==> config.mk <==
export PLATFORM = sky130hd
export DESIGN_NAME = keyed_watchdog
export DESIGN_NICKNAME = d
export VERILOG_FILES = /design/src/rtl/keyed_watchdog_pkg.sv /design/src/rtl/keyed_watchdog_datapath.sv /design/src/rtl/keyed_watchdog_ctrl.sv /design/src/rtl/keyed_watchdog.sv
export SDC_FILE = /design/constraint.sdc
export NUM_CORES = 1
export LEC_CHECK = 0
export BUFFER_PORTS_ARGS = -buffer_cell sky130_fd_sc_hd__buf_2
export CORE_ASPECT_RATIO = 1.75
export CORE_MARGIN = 10
export CORE_UTILIZATION = 45
export DETAILED_ROUTE_END_ITERATION = 12
export PLACE_DENSITY_LB_ADDON = 0.15
export SYNTH_ARGS = -nofsm -noshare
export SYNTH_HDL_FRONTEND = slang
export SYNTH_HIERARCHICAL = 1
export SYNTH_SLANG_ARGS = --single-unit
==> constraint.sdc <==
create_clock -name clk -period 2.5 [get_ports clk]
set_input_delay 0.5 -clock clk [delete_from_list [all_inputs] [get_ports clk]]
set_output_delay 0.5 -clock clk [all_outputs]
set_load 0.01 [all_outputs]
==> src/rtl/keyed_watchdog_pkg.sv <==
package keyed_watchdog_pkg;

  // Strobes from control to datapath
  typedef struct packed {
    logic load;   // load count field of the written word
    logic grace;  // load grace count
    logic dec;    // count down by one
  } wdgStrobe_t;

  typedef enum logic [1:0] {
    ST_STOP  = 2'd0,
    ST_WATCH = 2'd1,
    ST_GRACE = 2'd2,
    ST_TRIP  = 2'd3
  } wdgState_e;

endpackage

==> src/rtl/keyed_watchdog_datapath.sv <==
module keyed_watchdog_datapath
  import keyed_watchdog_pkg::*;
#(
  parameter int CNT_W       = 8,
  parameter int GRACE_TICKS = 1
) (
  input  logic             clk,
  input  logic             rstN,
  input  wdgStrobe_t       strobe,
  input  logic [CNT_W-1:0] loadField,
  output logic             cntAtOne
);

  localparam int CNT_REG_W = CNT_W + 1;
  localparam logic [CNT_REG_W-1:0] FULL_VAL  = CNT_REG_W'(1) << CNT_W;
  localparam logic [CNT_REG_W-1:0] GRACE_VAL = CNT_REG_W'(GRACE_TICKS);

  logic [CNT_REG_W-1:0] cnt;
  logic [CNT_REG_W-1:0] loadVal;

  // zero in the field stands for the full range
  always_comb begin
    if (loadField == '0) loadVal = FULL_VAL;
    else                 loadVal = {1'b0, loadField};
  end

  always_ff @(posedge clk or negedge rstN) begin
    if (!rstN)             cnt <= '0;
    else if (strobe.load)  cnt <= loadVal;
    else if (strobe.grace) cnt <= GRACE_VAL;
    else if (strobe.dec)   cnt <= cnt - 1'b1;
  end

  assign cntAtOne = (cnt == CNT_REG_W'(1));

  // count never exceeds the 256-tick full range
  p_count_bound_r3: assert property (@(posedge clk) disable iff (!rstN)
    cnt <= FULL_VAL);

  // one tick removes exactly one from the count
  p_count_step_r3: assert property (@(posedge clk) disable iff (!rstN)
    (strobe.dec && !strobe.load && !strobe.grace) |=> (cnt == $past(cnt) - 1'b1));

  // grace reload leaves the configured grace count
  p_grace_load_r5: assert property (@(posedge clk) disable iff (!rstN)
    (strobe.grace && !strobe.load) |=> (cnt == GRACE_VAL));

endmodule

==> src/rtl/keyed_watchdog_ctrl.sv <==
module keyed_watchdog_ctrl
  import keyed_watchdog_pkg::*;
#(
  parameter int DATA_W  = 32,
  parameter int CMD_BIT = 8,
  parameter int KEY_W   = 7
) (
  input  logic              clk,
  input  logic              rstN,
  input  logic              tickEn,
  input  logic              wrEn,
  input  logic [DATA_W-1:0] wrData,
  input  logic              cntAtOne,
  output wdgStrobe_t        strobe,
  output logic              nmiOut,
  output logic              resetReq
);

  localparam int KEY_LSB = CMD_BIT + 1;

  logic [DATA_W-1:0] storedCtrl;
  wdgState_e         state, stateNext;
  logic [KEY_W-1:0]  wrKey, storedKey;
  logic              locked, keyOk, accept, active, counting, expire;

  assign wrKey     = wrData[KEY_LSB +: KEY_W];
  assign storedKey = storedCtrl[KEY_LSB +: KEY_W];
  assign locked    = storedCtrl[CMD_BIT];
  assign keyOk     = (wrKey == ~storedKey);
  assign accept    = wrEn && (!locked || keyOk);
  assign active    = (state == ST_WATCH) || (state == ST_GRACE);
  assign counting  = active && tickEn && !accept;
  assign expire    = counting && cntAtOne;

  always_comb begin
    strobe.load  = accept;
    strobe.dec   = counting && !cntAtOne;
    strobe.grace = expire && (state == ST_WATCH);
  end

  always_comb begin
    stateNext = state;
    if (accept) begin
      stateNext = wrData[CMD_BIT] ? ST_WATCH : ST_STOP;
    end else if (expire) begin
      stateNext = (state == ST_WATCH) ? ST_GRACE : ST_TRIP;
    end
  end

  always_ff @(posedge clk or negedge rstN) begin
    if (!rstN) begin
      storedCtrl <= '0;
      state      <= ST_STOP;
      resetReq   <= 1'b0;
    end else begin
      if (accept) storedCtrl <= wrData;
      state    <= stateNext;
      resetReq <= expire && (state == ST_GRACE);
    end
  end

  assign nmiOut = (state == ST_GRACE) || (state == ST_TRIP);

  // a write with the wrong key while locked leaves the stored word alone
  p_key_gate_r2: assert property (@(posedge clk) disable iff (!rstN)
    (wrEn && locked && (wrKey != ~storedKey)) |=> $stable(storedCtrl));

  // reset request lasts a single cycle
  p_reset_pulse_r6: assert property (@(posedge clk) disable iff (!rstN)
    resetReq |=> !resetReq);

  // reset request only comes from the interrupt stage
  p_reset_after_nmi_r6: assert property (@(posedge clk) disable iff (!rstN)
    resetReq |-> nmiOut);

  // an accepted write drops the interrupt
  p_write_drops_nmi_r7: assert property (@(posedge clk) disable iff (!rstN)
    accept |=> !nmiOut);

  // interrupt only rises after a tick
  p_nmi_on_tick_r5: assert property (@(posedge clk) disable iff (!rstN)
    $rose(nmiOut) |-> $past(tickEn));

  // stopped watchdog stays quiet without a write
  p_stop_quiet_r4: assert property (@(posedge clk) disable iff (!rstN)
    ((state == ST_STOP) && !wrEn) |=> (!nmiOut && !resetReq));

endmodule

==> src/rtl/keyed_watchdog.sv <==
module keyed_watchdog
  import keyed_watchdog_pkg::*;
#(
  parameter int DATA_W      = 32,
  parameter int CNT_W       = 8,
  parameter int CMD_BIT     = 8,
  parameter int KEY_W       = 7,
  parameter int GRACE_TICKS = 1
) (
  input  logic              clk,
  input  logic              rstN,
  input  logic              tickEn,
  input  logic              wrEn,
  input  logic [DATA_W-1:0] wrData,
  output logic              nmiOut,
  output logic              resetReq
);

  wdgStrobe_t strobe;
  logic       cntAtOne;

  keyed_watchdog_ctrl #(
    .DATA_W (DATA_W),
    .CMD_BIT(CMD_BIT),
    .KEY_W  (KEY_W)
  ) u_ctrl (
    .clk     (clk),
    .rstN    (rstN),
    .tickEn  (tickEn),
    .wrEn    (wrEn),
    .wrData  (wrData),
    .cntAtOne(cntAtOne),
    .strobe  (strobe),
    .nmiOut  (nmiOut),
    .resetReq(resetReq)
  );

  keyed_watchdog_datapath #(
    .CNT_W      (CNT_W),
    .GRACE_TICKS(GRACE_TICKS)
  ) u_datapath (
    .clk      (clk),
    .rstN     (rstN),
    .strobe   (strobe),
    .loadField(wrData[CNT_W-1:0]),
    .cntAtOne (cntAtOne)
  );

endmodule

==> results.toml <==
[outcome]
outcome = "complete, no violations"

[timing]
setup_violations = 0
fin_crit_sh = 0.911
clock.fmax_ghz = 0.439
fin_skew_ps = 4.95
finalSetupTns_ps = 0
min_period_ps = 2280
hold_violations = 0
maxSlewViolCount = 0
rsz0062_at_grt = "no"
relSlewSlack = 0.698
worst_pin_slew_ps = 453
setup_ws_ps = 224
hold_ws_ps = 182

[floorplan]
top_level_ports = 38
rows = 24
core_area_um2 = 2520
start_util = 0.477
dieArea_um2 = 5220
die_width_um = 59.1
die_h_um = 88.4

[routing]
antenna_left = 0
drt_iter0_drc = 27
vias_per_cell = 5.51
drt-total-wl_mm = 2.40
firstDrtPassIters = 3
drcViolationCount = 0
vias = 870
wire_per_inst_um = 15.2

[synth]
synth.area.mux_share = 0.0946
synth-simple-area-share = 0.183
yosysTopAreaCell = "dfrtp_1"
ys_seq_area_frac = 0.416
synthTopCellsByArea = "dfrtp_1, xor2_1, ha_1, mux2_4, nor2_1"
synth_edf_count = 0
synthDistinctLibCells = 37
synth-xor-area-share = 0.0946
yosysWarnings = 6
synth_top_area_share = 0.416
syn_avg_cell_area_um2 = 11.1
syn-cell-area_um2 = 1200
synth_compound_area_frac = 0.122
synthArstFlopShare = 1.00
ys_dominant_reg_cell = "dfrtp_1"
synthAdderAreaFrac = 0.0520
syn_inst = 108
synthesis.nets = 149
synth_top_family_by_area = "simple AND/OR/NAND/NOR gates"
ys_ff_latch = 20

[setup_path]
reg2reg_to = "u_datapath/cnt[7]$_DFFE_PN0P_"
reg2reg_slack_ps = 220
worst-path-max-fanout = 4
critPathKind = "flop to flop"
worstReg2RegStart = "u_datapath/cnt[1]$_DFFE_PN0P_"
ff2ff_path_depth = 8
start_kind = "flop"
worstPathArrival_ps = 2430
crit_required_ps = 2650
setup.worst_path.end_class = "flop"

[global_routing]
grt_util_met2 = 0.177
grt_max_degree = 26
overflow = 0
grt_usage = 0.103
met1_usage = 0.113
grt-busiest-layer = "met2"
antenna_found_initial = 0
grt_pass1_vias = 926
gr-usage-met3 = 0.0287
grt_pass1_wl_mm = 4.26

[cts]
cts_buffers = 3
cts_resized = 0
cts_tree = "done"
cts.sinks = 20
clock_latency_ps = 260
cts_setup_buffers = 0
clk_pin_slew_ps = 80
root_buffer = "clkbuf_8"
cts_hold_buf = 0
cts.htree.levels = 1
clockBufferDepth = 2

[layout]
layout-drive-gt1-share = 0.333
diodes = 0
mostFrequentLayoutCell = "buf_2"
most-common-layout-cells = "buf_2, dfrtp_1, nor2_1"
nNetsFinal = 174
seqCellArea_um2 = 500
areaGrowthSynthToFinish_pct = 17.2
finish.utilization = 0.559
fill_cells = 234
multi_input_comb_area_um2 = 663

[place]
place_ws_ps = 90.2
routabilityCongestion = 0.828
hpwl_mm = 1.84
numPortBuffers = 21

[pwr]
p_leak_nw = 0.674
power_density_nw_per_um2 = 1030
p_total_mw = 1.46
vdd_drop_max_uv = 563

[worst_hold_path]
min_path_type = "input pin to async pin"

[run]
drv_cap = 0
==> cells in the mapped netlist (2+ instances only) <==
library cell / number
xnor2_1: 3
a21oi_1: 2
o21ai_0: 3
a22o_2: 2
dfrtp_1: 20
inv_1: 6
nor3_1: 2
a22o_1: 4
nand2_1: 6
mux2_4: 4
mux2_2: 3
ha_1: 5
nand3_1: 2
xor2_1: 10
nand4_1: 2
nor2_1: 12
mux2i_1: 2
==> sequential cells by signal, indices dropped and copies added (netlist names) <==
signal	cells
u_datapath/cnt	9
u_ctrl/storedCtrl	8
u_ctrl/state	2
u_ctrl/resetReq	1
==> final cells by class <==
| cell class | count | share of cell area |
|---|---|---|
| clock buffer | 3 | 0.0293 |
| clock inverter | 1 | 0.0213 |
| inverter | 6 | 0.0160 |
| multi-input combinational | 79 | 0.470 |
| sequential | 20 | 0.355 |
| tap | 26 | 0.0231 |
| timing repair buffer | 23 | 0.0852 |
==> stage by stage <==
stage,instance area (um2),instances
after floorplan,1210,108
after detailed placement,1340,154
after global placement,1340,154
after global routing,1410,158
final,1410,158
after CTS,1410,158
==> worst max-delay path by stage <==
stage / startpoint / endpoint / slack, ps / cells past startpoint
2_1_floorplan: wrData[15] / u_datapath/cnt[5]$_DFFE_PN0P_ / 160 / 9
3_3_place_gp: wrData[15] / u_datapath/cnt[5]$_DFFE_PN0P_ / 120 / 9
3_5_place_dp: wrData[15] / u_datapath/cnt[7]$_DFFE_PN0P_ / 90 / 9
4_1_cts: u_datapath/cnt[1]$_DFFE_PN0P_ / u_datapath/cnt[7]$_DFFE_PN0P_ / 190 / 8
5_1_grt: u_datapath/cnt[4]$_DFFE_PN0P_ / u_datapath/cnt[7]$_DFFE_PN0P_ / 30 / 7
6_report: u_datapath/cnt[1]$_DFFE_PN0P_ / u_datapath/cnt[7]$_DFFE_PN0P_ / 220 / 8
==> routing by layer <==
metal | up-vias | share of wire | wire (um)
met5 | - | 0 | 0
met4 | 0 | 0.019 | 45
met3 | 4 | 0.058 | 139
met2 | 18 | 0.53 | 1260
met1 | 414 | 0.40 | 953
li1 | 434 | - | -
==> where the power goes <==
part / switching, mW / internal [mW]
clock network: 0.107 / 0.214
logic: 0.217 / 0.299
registers: 0.158 / 0.464
total: 0.482 / 0.977
==> critical path, stage by stage (launching register included) <==
cell and delay, ps:
dfrtp_1 410, inv_1 80, ha_1 190, and4b_1 190, nor4b_2 450, nor4b_4 370, nand3_2 110, xnor2_1 140
a22o_2 220
==> cells by family (layout without fill, tap and decap cells) <==
group	count (synthesis)	after routing
DFF	20	20
buffers and inverters	9	33
AOI/OAI and AO/OA	17	17
adders and majority gates	5	5
muxes	9	9
xor gates and xnor gates	13	13
and+or+nand+nor	35	35
No activity file was read; power rests on OpenSTA's default activity.
